### src/rtl/dbg_rc_pkg.sv
package dbg_rc_pkg;
  typedef enum logic [1:0] {
    RC_RUN       = 2'd0,
    RC_STOP      = 2'd1,
    RC_STEP_GO   = 2'd2,
    RC_STEP_WAIT = 2'd3
  } rc_state_e;

  typedef enum logic [1:0] {
    CAUSE_NONE  = 2'd0,
    CAUSE_DBG   = 2'd1,
    CAUSE_BKPT  = 2'd2,
    CAUSE_BRKOP = 2'd3
  } rc_cause_e;
endpackage

### src/rtl/dbg_rc_rst_sync.sv
module dbg_rc_rst_sync #(
  parameter int STAGES = 2
) (
  input  logic clk,
  input  logic rst_n,
  output logic srst_n
);
  localparam int LAST = STAGES - 1;

  logic [LAST:0] sync_q;

  generate
    if (STAGES < 2) begin : g_bad
      initial $error("dbg_rc_rst_sync: STAGES must be at least 2");
    end
  endgenerate

  always_ff @(posedge clk or negedge rst_n) begin
    if (!rst_n) sync_q <= '0;
    else        sync_q <= {sync_q[LAST-1:0], 1'b1};
  end

  assign srst_n = sync_q[LAST];
endmodule

### src/rtl/dbg_rc_halt_arb.sv
module dbg_rc_halt_arb
  import dbg_rc_pkg::*;
(
  input  logic      cmd_halt,
  input  logic      bkpt_req,
  input  logic      brk_op,
  output logic      req,
  output rc_cause_e cause
);
  // fixed priority: break opcode, breakpoint, debugger
  always_comb begin
    req   = cmd_halt | bkpt_req | brk_op;
    cause = CAUSE_NONE;
    if (brk_op)        cause = CAUSE_BRKOP;
    else if (bkpt_req) cause = CAUSE_BKPT;
    else if (cmd_halt) cause = CAUSE_DBG;
  end
endmodule

### src/rtl/dbg_rc_fsm.sv
module dbg_rc_fsm
  import dbg_rc_pkg::*;
#(
  parameter bit BOOT_HALTED = 1'b0
) (
  input  logic      clk,
  input  logic      srst_n,
  input  logic      cmd_run,
  input  logic      cmd_step,
  input  logic      halt_req,
  input  rc_cause_e halt_src,
  input  logic      brk_op,
  input  logic      retire,
  input  logic      core_clk_req,
  output rc_state_e state,
  output rc_cause_e cause,
  output logic      step_done
);
  rc_state_e rst_state;
  rc_cause_e rst_cause;

  generate
    if (BOOT_HALTED) begin : g_boot_stop
      assign rst_state = RC_STOP;
      assign rst_cause = CAUSE_DBG;
    end else begin : g_boot_run
      assign rst_state = RC_RUN;
      assign rst_cause = CAUSE_NONE;
    end
  endgenerate

  rc_state_e state_q, state_d;
  rc_cause_e cause_q, cause_d;
  logic      done_q, done_d;
  logic      in_step;

  assign in_step = (state_q == RC_STEP_GO) || (state_q == RC_STEP_WAIT);

  always_comb begin
    state_d = state_q;
    cause_d = cause_q;
    done_d  = 1'b0;
    unique case (state_q)
      RC_RUN: begin
        if (halt_req) begin
          state_d = RC_STOP;
          cause_d = halt_src;
        end
      end
      RC_STOP: begin
        if (cmd_run) begin
          state_d = RC_RUN;
          cause_d = CAUSE_NONE;
        end else if (cmd_step) begin
          state_d = RC_STEP_GO;
          cause_d = CAUSE_NONE;
        end
      end
      default: begin
        if (brk_op) begin
          state_d = RC_STOP;
          cause_d = CAUSE_BRKOP;
        end else if (retire) begin
          state_d = RC_STOP;
          cause_d = CAUSE_DBG;
          done_d  = 1'b1;
        end else if (state_q == RC_STEP_GO && !core_clk_req) begin
          state_d = RC_STEP_GO;
        end else begin
          state_d = RC_STEP_WAIT;
        end
      end
    endcase
  end

  always_ff @(posedge clk or negedge srst_n) begin
    if (!srst_n) begin
      state_q <= rst_state;
      cause_q <= rst_cause;
      done_q  <= 1'b0;
    end else begin
      state_q <= state_d;
      cause_q <= cause_d;
      done_q  <= done_d & in_step;
    end
  end

  assign state     = state_q;
  assign cause     = cause_q;
  assign step_done = done_q;
endmodule

### src/rtl/dbg_rc_clk_ctrl.sv
module dbg_rc_clk_ctrl
  import dbg_rc_pkg::*;
#(
  parameter int NPERIPH = 4
) (
  input  rc_state_e          state,
  input  logic               core_clk_req,
  input  logic [NPERIPH-1:0] periph_clk_req,
  output logic               core_clk_en,
  output logic               fetch_en,
  output logic [NPERIPH-1:0] periph_clk_en,
  output logic               halted
);
  logic release_core;
  logic fetch_ok;

  always_comb begin
    release_core = (state != RC_STOP);
    fetch_ok     = (state == RC_RUN) || (state == RC_STEP_GO);
    halted       = (state == RC_STOP);
    core_clk_en  = core_clk_req & release_core;
    fetch_en     = core_clk_req & fetch_ok;
  end

  // peripheral enables are never qualified by debug state
  generate
    for (genvar i = 0; i < NPERIPH; i++) begin : g_periph
      assign periph_clk_en[i] = periph_clk_req[i];
    end
  endgenerate
endmodule

### src/rtl/dbg_run_ctrl.sv
module dbg_run_ctrl
  import dbg_rc_pkg::*;
#(
  parameter int NPERIPH         = 4,
  parameter int RST_SYNC_STAGES = 2,
  parameter bit BOOT_HALTED     = 1'b0
) (
  input  logic               clk,
  input  logic               rst_n,
  input  logic               cmd_run,
  input  logic               cmd_halt,
  input  logic               cmd_step,
  input  logic               bkpt_req,
  input  logic               brk_op,
  input  logic               retire,
  input  logic               core_clk_req,
  input  logic [NPERIPH-1:0] periph_clk_req,
  output logic               core_clk_en,
  output logic               fetch_en,
  output logic [NPERIPH-1:0] periph_clk_en,
  output logic               halted,
  output logic [1:0]         halt_cause,
  output logic               step_done
);
  logic      srst_n;
  logic      halt_req;
  rc_cause_e halt_src;
  rc_state_e state;
  rc_cause_e cause;

  dbg_rc_rst_sync #(.STAGES(RST_SYNC_STAGES)) u_rst (
    .clk    (clk),
    .rst_n  (rst_n),
    .srst_n (srst_n)
  );

  dbg_rc_halt_arb u_arb (
    .cmd_halt (cmd_halt),
    .bkpt_req (bkpt_req),
    .brk_op   (brk_op),
    .req      (halt_req),
    .cause    (halt_src)
  );

  dbg_rc_fsm #(.BOOT_HALTED(BOOT_HALTED)) u_fsm (
    .clk          (clk),
    .srst_n       (srst_n),
    .cmd_run      (cmd_run),
    .cmd_step     (cmd_step),
    .halt_req     (halt_req),
    .halt_src     (halt_src),
    .brk_op       (brk_op),
    .retire       (retire),
    .core_clk_req (core_clk_req),
    .state        (state),
    .cause        (cause),
    .step_done    (step_done)
  );

  dbg_rc_clk_ctrl #(.NPERIPH(NPERIPH)) u_clk (
    .state          (state),
    .core_clk_req   (core_clk_req),
    .periph_clk_req (periph_clk_req),
    .core_clk_en    (core_clk_en),
    .fetch_en       (fetch_en),
    .periph_clk_en  (periph_clk_en),
    .halted         (halted)
  );

  assign halt_cause = cause;
endmodule

### config.mk
export PLATFORM = sky130hd
export DESIGN_NAME = dbg_run_ctrl
export DESIGN_NICKNAME = d
export VERILOG_FILES = /design/src/rtl/dbg_rc_pkg.sv /design/src/rtl/dbg_rc_rst_sync.sv /design/src/rtl/dbg_rc_halt_arb.sv /design/src/rtl/dbg_rc_fsm.sv /design/src/rtl/dbg_rc_clk_ctrl.sv /design/src/rtl/dbg_run_ctrl.sv
export SDC_FILE = /design/constraint.sdc
export NUM_CORES = 1
export LEC_CHECK = 0
export ABC_AREA = 1
export BUFFER_PORTS_ARGS = -buffer_cell sky130_fd_sc_hd__buf_2
export CAP_MARGIN = 20
export CORE_AREA = 5 5 42 44
export DETAILED_ROUTE_END_ITERATION = 16
export DIE_AREA = 0 0 47 49
export SETUP_SLACK_MARGIN = 0.3
export SYNTH_ARGS = -nofsm -noshare
export SYNTH_HDL_FRONTEND = slang
export SYNTH_SLANG_ARGS = --single-unit
### constraint.sdc
create_clock -name clk -period 1.14 [get_ports clk]
set_clock_uncertainty 0.2 [all_clocks]
set_input_delay 0.171 -clock clk [delete_from_list [all_inputs] [get_ports clk]]
set_output_delay 0.171 -clock clk [all_outputs]
set_load 0.01 [all_outputs]
# Word level (Yosys, flattened, before mapping)
# Cells that the tools add are included.
# word_totals
reg_bits,7
# classes
n_reduce_logical,9
bitwise_logic,5
n_mux,19
n_eq_ne,6
# op_table
op,count
2-to-1 mux 2 bit,12
case mux 2 bit (2 select lines),2
2-to-1 mux 1 bit,5
"equality test 2 bit, second input constant",2
nonzero test 4 bit,1
AND 1 bit,3
"inequality test 3 bit, second input constant",1
AND reduction 3 bit,1
"equality test 2 x 1 -> 1 bit, second input constant",1
zero test 2 bit,1
logical OR 1 bit,2
"inequality test 2 x 1 -> 1 bit, second input constant",1
"inequality test 2 bit, second input constant",1
OR 1 bit,2
AND reduction 2 bit,1
OR reduction 2 bit,1
logical AND 1 bit,1
zero test 1 bit,1

# Longest topological paths before layout
# depth
ltp_word,6
ltp_mapped,6
depth_no_buf,6

# Modules after synthesis
# Synthesis repeated with hierarchy kept, for this count alone.
# hier_totals
hier_cells,54
area_unflattened_um2,399.1
# modules_own_cells
module,n_inst,cells_per_inst,area_each_um2
dbg_rc_fsm,1,34,265.3
dbg_rc_clk_ctrl,1,10,53.8
dbg_rc_rst_sync,1,3,53.8
dbg_rc_halt_arb,1,7,26.3

# Worst setup path before layout
# OpenSTA, ideal clock, no wires.
# synth_timing
path_kind,reg-to-reg
start,"register u_fsm.state_q[1], in the netlist u_fsm.state[1]"
end,"register u_fsm.state_q[1], in the netlist u_fsm.state[1]"
stages_incl_launch_ff,5
setup_ps,73
path_slack_ps,-106
period_less_slack_ps,1246
arrival_time_ps,973
required_ps,867
path_cell_list,dfrtp_1 -> nor2_4 -> inv_2 -> or2_1 -> a21oi_2
# synth_between
elab_chain_cells,3
# synth_lines
item,line_no,rtl
from (decl),dbg_rc_fsm.sv:32,"rc_state_e state_q, state_d;"
from (signal assigned),dbg_rc_fsm.sv:78,state_q <= rst_state;
from (signal assigned),dbg_rc_fsm.sv:82,state_q <= state_d;
equality test 2 x 1 -> 1 bit (*),-,
net halted,dbg_run_ctrl.sv:21,"output logic halted,"
inequality test 3 bit (no line),-,
AND reduction 2 bit (no line),-,
# The timed path passes the listed nets; every way through them passes the cells marked *.
# A chain may end at the register's enable or synchronous reset.

# Final worst setup path
# layout_timing
start,"register u_fsm.state_q[1], in the netlist u_fsm.state[1]"
end,output port core_clk_en
# layout_between
elab_chain_cells,2
# layout_lines
item,line_no,rtl
inequality test 2 x 1 -> 1 bit,dbg_rc_clk_ctrl.sv:18,release_core = (state != RC_STOP);
AND 1 bit,dbg_rc_clk_ctrl.sv:21,core_clk_en = core_clk_req & release_core;
to (decl),dbg_run_ctrl.sv:18,"output logic core_clk_en,"
# No other way between the ends.

==> impl_metrics.py <==
metrics = {
    "worst_setup_path": {
        "r2r_start": "u_fsm.state[1]$_DFFE_PN0P_",
        "reg2reg_slack_ns": -0.19,
        "reg2reg_depth": 5,
        "rr_endpoint": "u_fsm.state[1]$_DFFE_PN0P_",
        "path_class": "flip-flop to primary output",
        "cp_slowest_cell": "dfrtp_2",
        "end_kind": "primary output",
        "crit_start": "u_fsm.state[1]$_DFFE_PN0P_",
        "startpoint_type": "flip-flop",
        "cp.arrival_ns": 1.00,
        "required_ns": 0.77,
        "path_max_fanout": 4,
        "cp_slowest_stage_delay_ns": 0.43,
        "crit_chain": "nor2_4 > nor2_1 > buf_2",
        "endpoint": "core_clk_en",
    },
    "placed_design": {
        "dp_hpwl_um": 656,
        "io_buffers": 14,
        "routabilityCongestion": 0.7657,
    },
    "timing": {
        "finalSetupTns_ns": -1.219,
        "rsz0062_at_grt": "yes",
        "finalSetupViolCount": 8,
        "final_max_slew_viol_count": 0,
        "hold_ws_ns": -0.1252,
        "layout_setup_ws_ns": -0.2318,
        "fin_crit_sh_pct": 120.3,
        "hold_violations": 7,
        "layout_min_cycle_time_ns": 1.372,
        "max_freq_mhz": 729.0,
    },
    "pwr": {
        "power.density_mw_per_mm2": 2358,
        "p_leak_uw": 0.0003351,
        "peakVddDrop_v": 0.0007843,
    },
    "outcome": {
        "violations": "hold timing, setup timing",
        "status": "finished with violations",
    },
    "yosys": {
        "syn_area_um2": 371.6,
        "synthArstFlopShare_pct": 100.0,
        "synth-edff-count": 0,
        "syn_area_per_cell_um2": 7.907,
        "synth.distinct_cells": 14,
        "ys_ff_latch": 7,
        "synth.top_cell.area_share_pct": 47.14,
        "synth_common_cells": "9 x nand2_1, 9 x nor2_1, 7 x dfrtp_1",
        "synthCells": 47,
        "dominantRegCellSynth": "dfrtp_1",
        "syn_nets": 60,
        "yosysSeqAreaShare_pct": 47.14,
        "yosys_warnings": 0,
        "synth_area_leaders": "dfrtp_1 47%, nand2_1 9.1%, nor2_1 9.1%",
        "yosysTopAreaCell": "dfrtp_1",
    },
    "floorplan": {
        "die_h_um": 49,
        "dieArea_mm2": 0.002303,
        "ioPinCount": 23,
        "die_x_um": 47,
        "core_area_mm2": 0.001401,
        "start_util_pct": 26.52,
        "rows": 14,
    },
    "drt": {
        "drtPass1Iterations": 2,
        "viasPerCell": 4.011,
        "wl_um": 836,
        "drt_iter0_drc": 3,
        "final_antenna_net_count": 0,
        "drc": 0,
        "dr_total_vias": 365,
        "wl_per_cell_um": 9.187,
    },
    "grt": {
        "grt_pass1_vias": 342,
        "antenna_found_initial": 0,
        "grt_max_degree": 6,
        "grt_use_total_pct": 8.582,
        "grt_pass1_wl_um": 1393,
        "grt_overflow_total": 0,
    },
    "clock_network": {
        "max-clock-path-buffers": 2,
        "cts_num_sinks": 7,
        "clk_latency_ns": 0.25,
        "holdBufCountCts": 1,
        "cts-htree-levels": 1,
        "cts_made_buffers": 3,
        "cts_tree": "done",
        "clk_pin_slew_ns": 0.05,
        "root_buffer": "clkbuf_4",
    },
    "layout": {
        "diodes": 0,
        "fillers": 148,
        "syn_to_final_growth_pct": 55.22,
        "final_net_count": 89,
        "final_util_pct": 41.16,
        "drive_above_1_share_pct": 50.67,
    },
    "min_path": {
        "hp-class": "flip-flop to asynchronous set/reset pin",
    },
    "flow_run": {
        "max_cap_violations": 0,
    },
}
==> metrics by stage <==
step / cells / worst slack, ns / power (uW) / hold WS, ns / area (um^2)
detailed placement: 77 / -0.1235 / 891.7 / -0.2433 / 461.7
CTS: 87 / -0.2383 / 1259 / -0.1094 / 536.8
finish: 91 / -0.2318 / 1360 / -0.1252 / 576.8
floorplan: 47 / -0.08180 / 671.1 / -0.3246 / 371.6
global route: 91 / -0.3113 / 1479 / -0.08936 / 576.8
global placement: 77 / -0.07477 / 878.5 / -0.2426 / 461.7
==> logic make-up after synthesis <==
| family | count (synthesis) | synth area share (%) |
|---|---|---|
| buffers and inverters | 10 | 14.14 |
| AOI/OAI and AO/OA | 3 | 5.051 |
| other | 1 | 1.009 |
| DFF | 7 | 47.14 |
| and+or+nand+nor | 26 | 32.66 |
==> sequential cells by signal, indices dropped and copies added (netlist names) <==
| name | cells |
|---|---|
| u_fsm.cause | 2 |
| u_fsm.state | 2 |
| u_fsm.step_done | 1 |
| u_rst.sync_q | 2 |
==> layout make-up <==
type                    count  area (um^2)  area share, %
clock buffers               4        26.28          4.555
inverters                   6        22.52          3.905
multi-input cells          30        153.9          26.68
flip-flops and latches      7        176.4          30.59
well taps                  16        20.02          3.471
repair buffers             28        177.7          30.80
==> worst max-delay path: cells and delay by family, from the launching register on <==
kind          cells  cell delay [ns]
flops             1             0.43
simple gates      2             0.19
buf+inv           1             0.13
==> layer usage <==
metal | up-vias | routed length, um | global-route usage, %
met4 | 0 | 0 | 2.765
li1 | 197 | - | -
met5 | - | 0 | 0
met1 | 155 | 353 | 10.11
met2 | 13 | 401 | 11.09
met3 | 0 | 81 | 7.749
==> worst min-delay path by stage <==
stage	startpoint	endpoint	cells past startpoint
after floorplan	rst_n	u_rst.sync_q[0]$_DFF_PN0_	0
after global placement	rst_n	u_rst.sync_q[0]$_DFF_PN0_	1
after detailed placement	rst_n	u_rst.sync_q[1]$_DFF_PN0_	1
after CTS	u_rst.sync_q[1]$_DFF_PN0_	u_fsm.cause[0]$_DFFE_PN0P_	0
after global routing	u_rst.sync_q[1]$_DFF_PN0_	u_fsm.state[0]$_DFFE_PN0P_	0
final	u_rst.sync_q[1]$_DFF_PN0_	u_fsm.cause[0]$_DFFE_PN0P_	0
==> report_power, final <==
part	total, uW	switching, uW	internal, uW
clock network	227	92.8	134
registers	383	55.6	327
logic	751	320	431
total	1360	469	891
==> cells in the final DEF (no fill, tap or decap), drive strengths merged <==
cell | Yosys | layout
dfrtp | 7 | 7
nand2 | 9 | 9
nand3b | 2 | 2
clkbuf | 0 | 4
nor2 | 10 | 10
a21oi | 3 | 3
nand4 | 1 | 1
inv | 6 | 6
nand3 | 3 | 3
or2 | 1 | 1
conb | 1 | 1
buf | 4 | 27
dlygate4sd3 | 0 | 1
==> what timing repair did <==
| item | 4_1_cts | 5_1_grt |
|---|---|---|
| endpoints found under the setup margin | 11 | 11 |
| pin swaps | 2 | 1 |
| endpoints found under the hold margin | 9 | 7 |
| gates resized for setup | 1 | 3 |
| buffers inserted | 5 | 4 |
No activity file was read; power rests on OpenSTA's default activity.
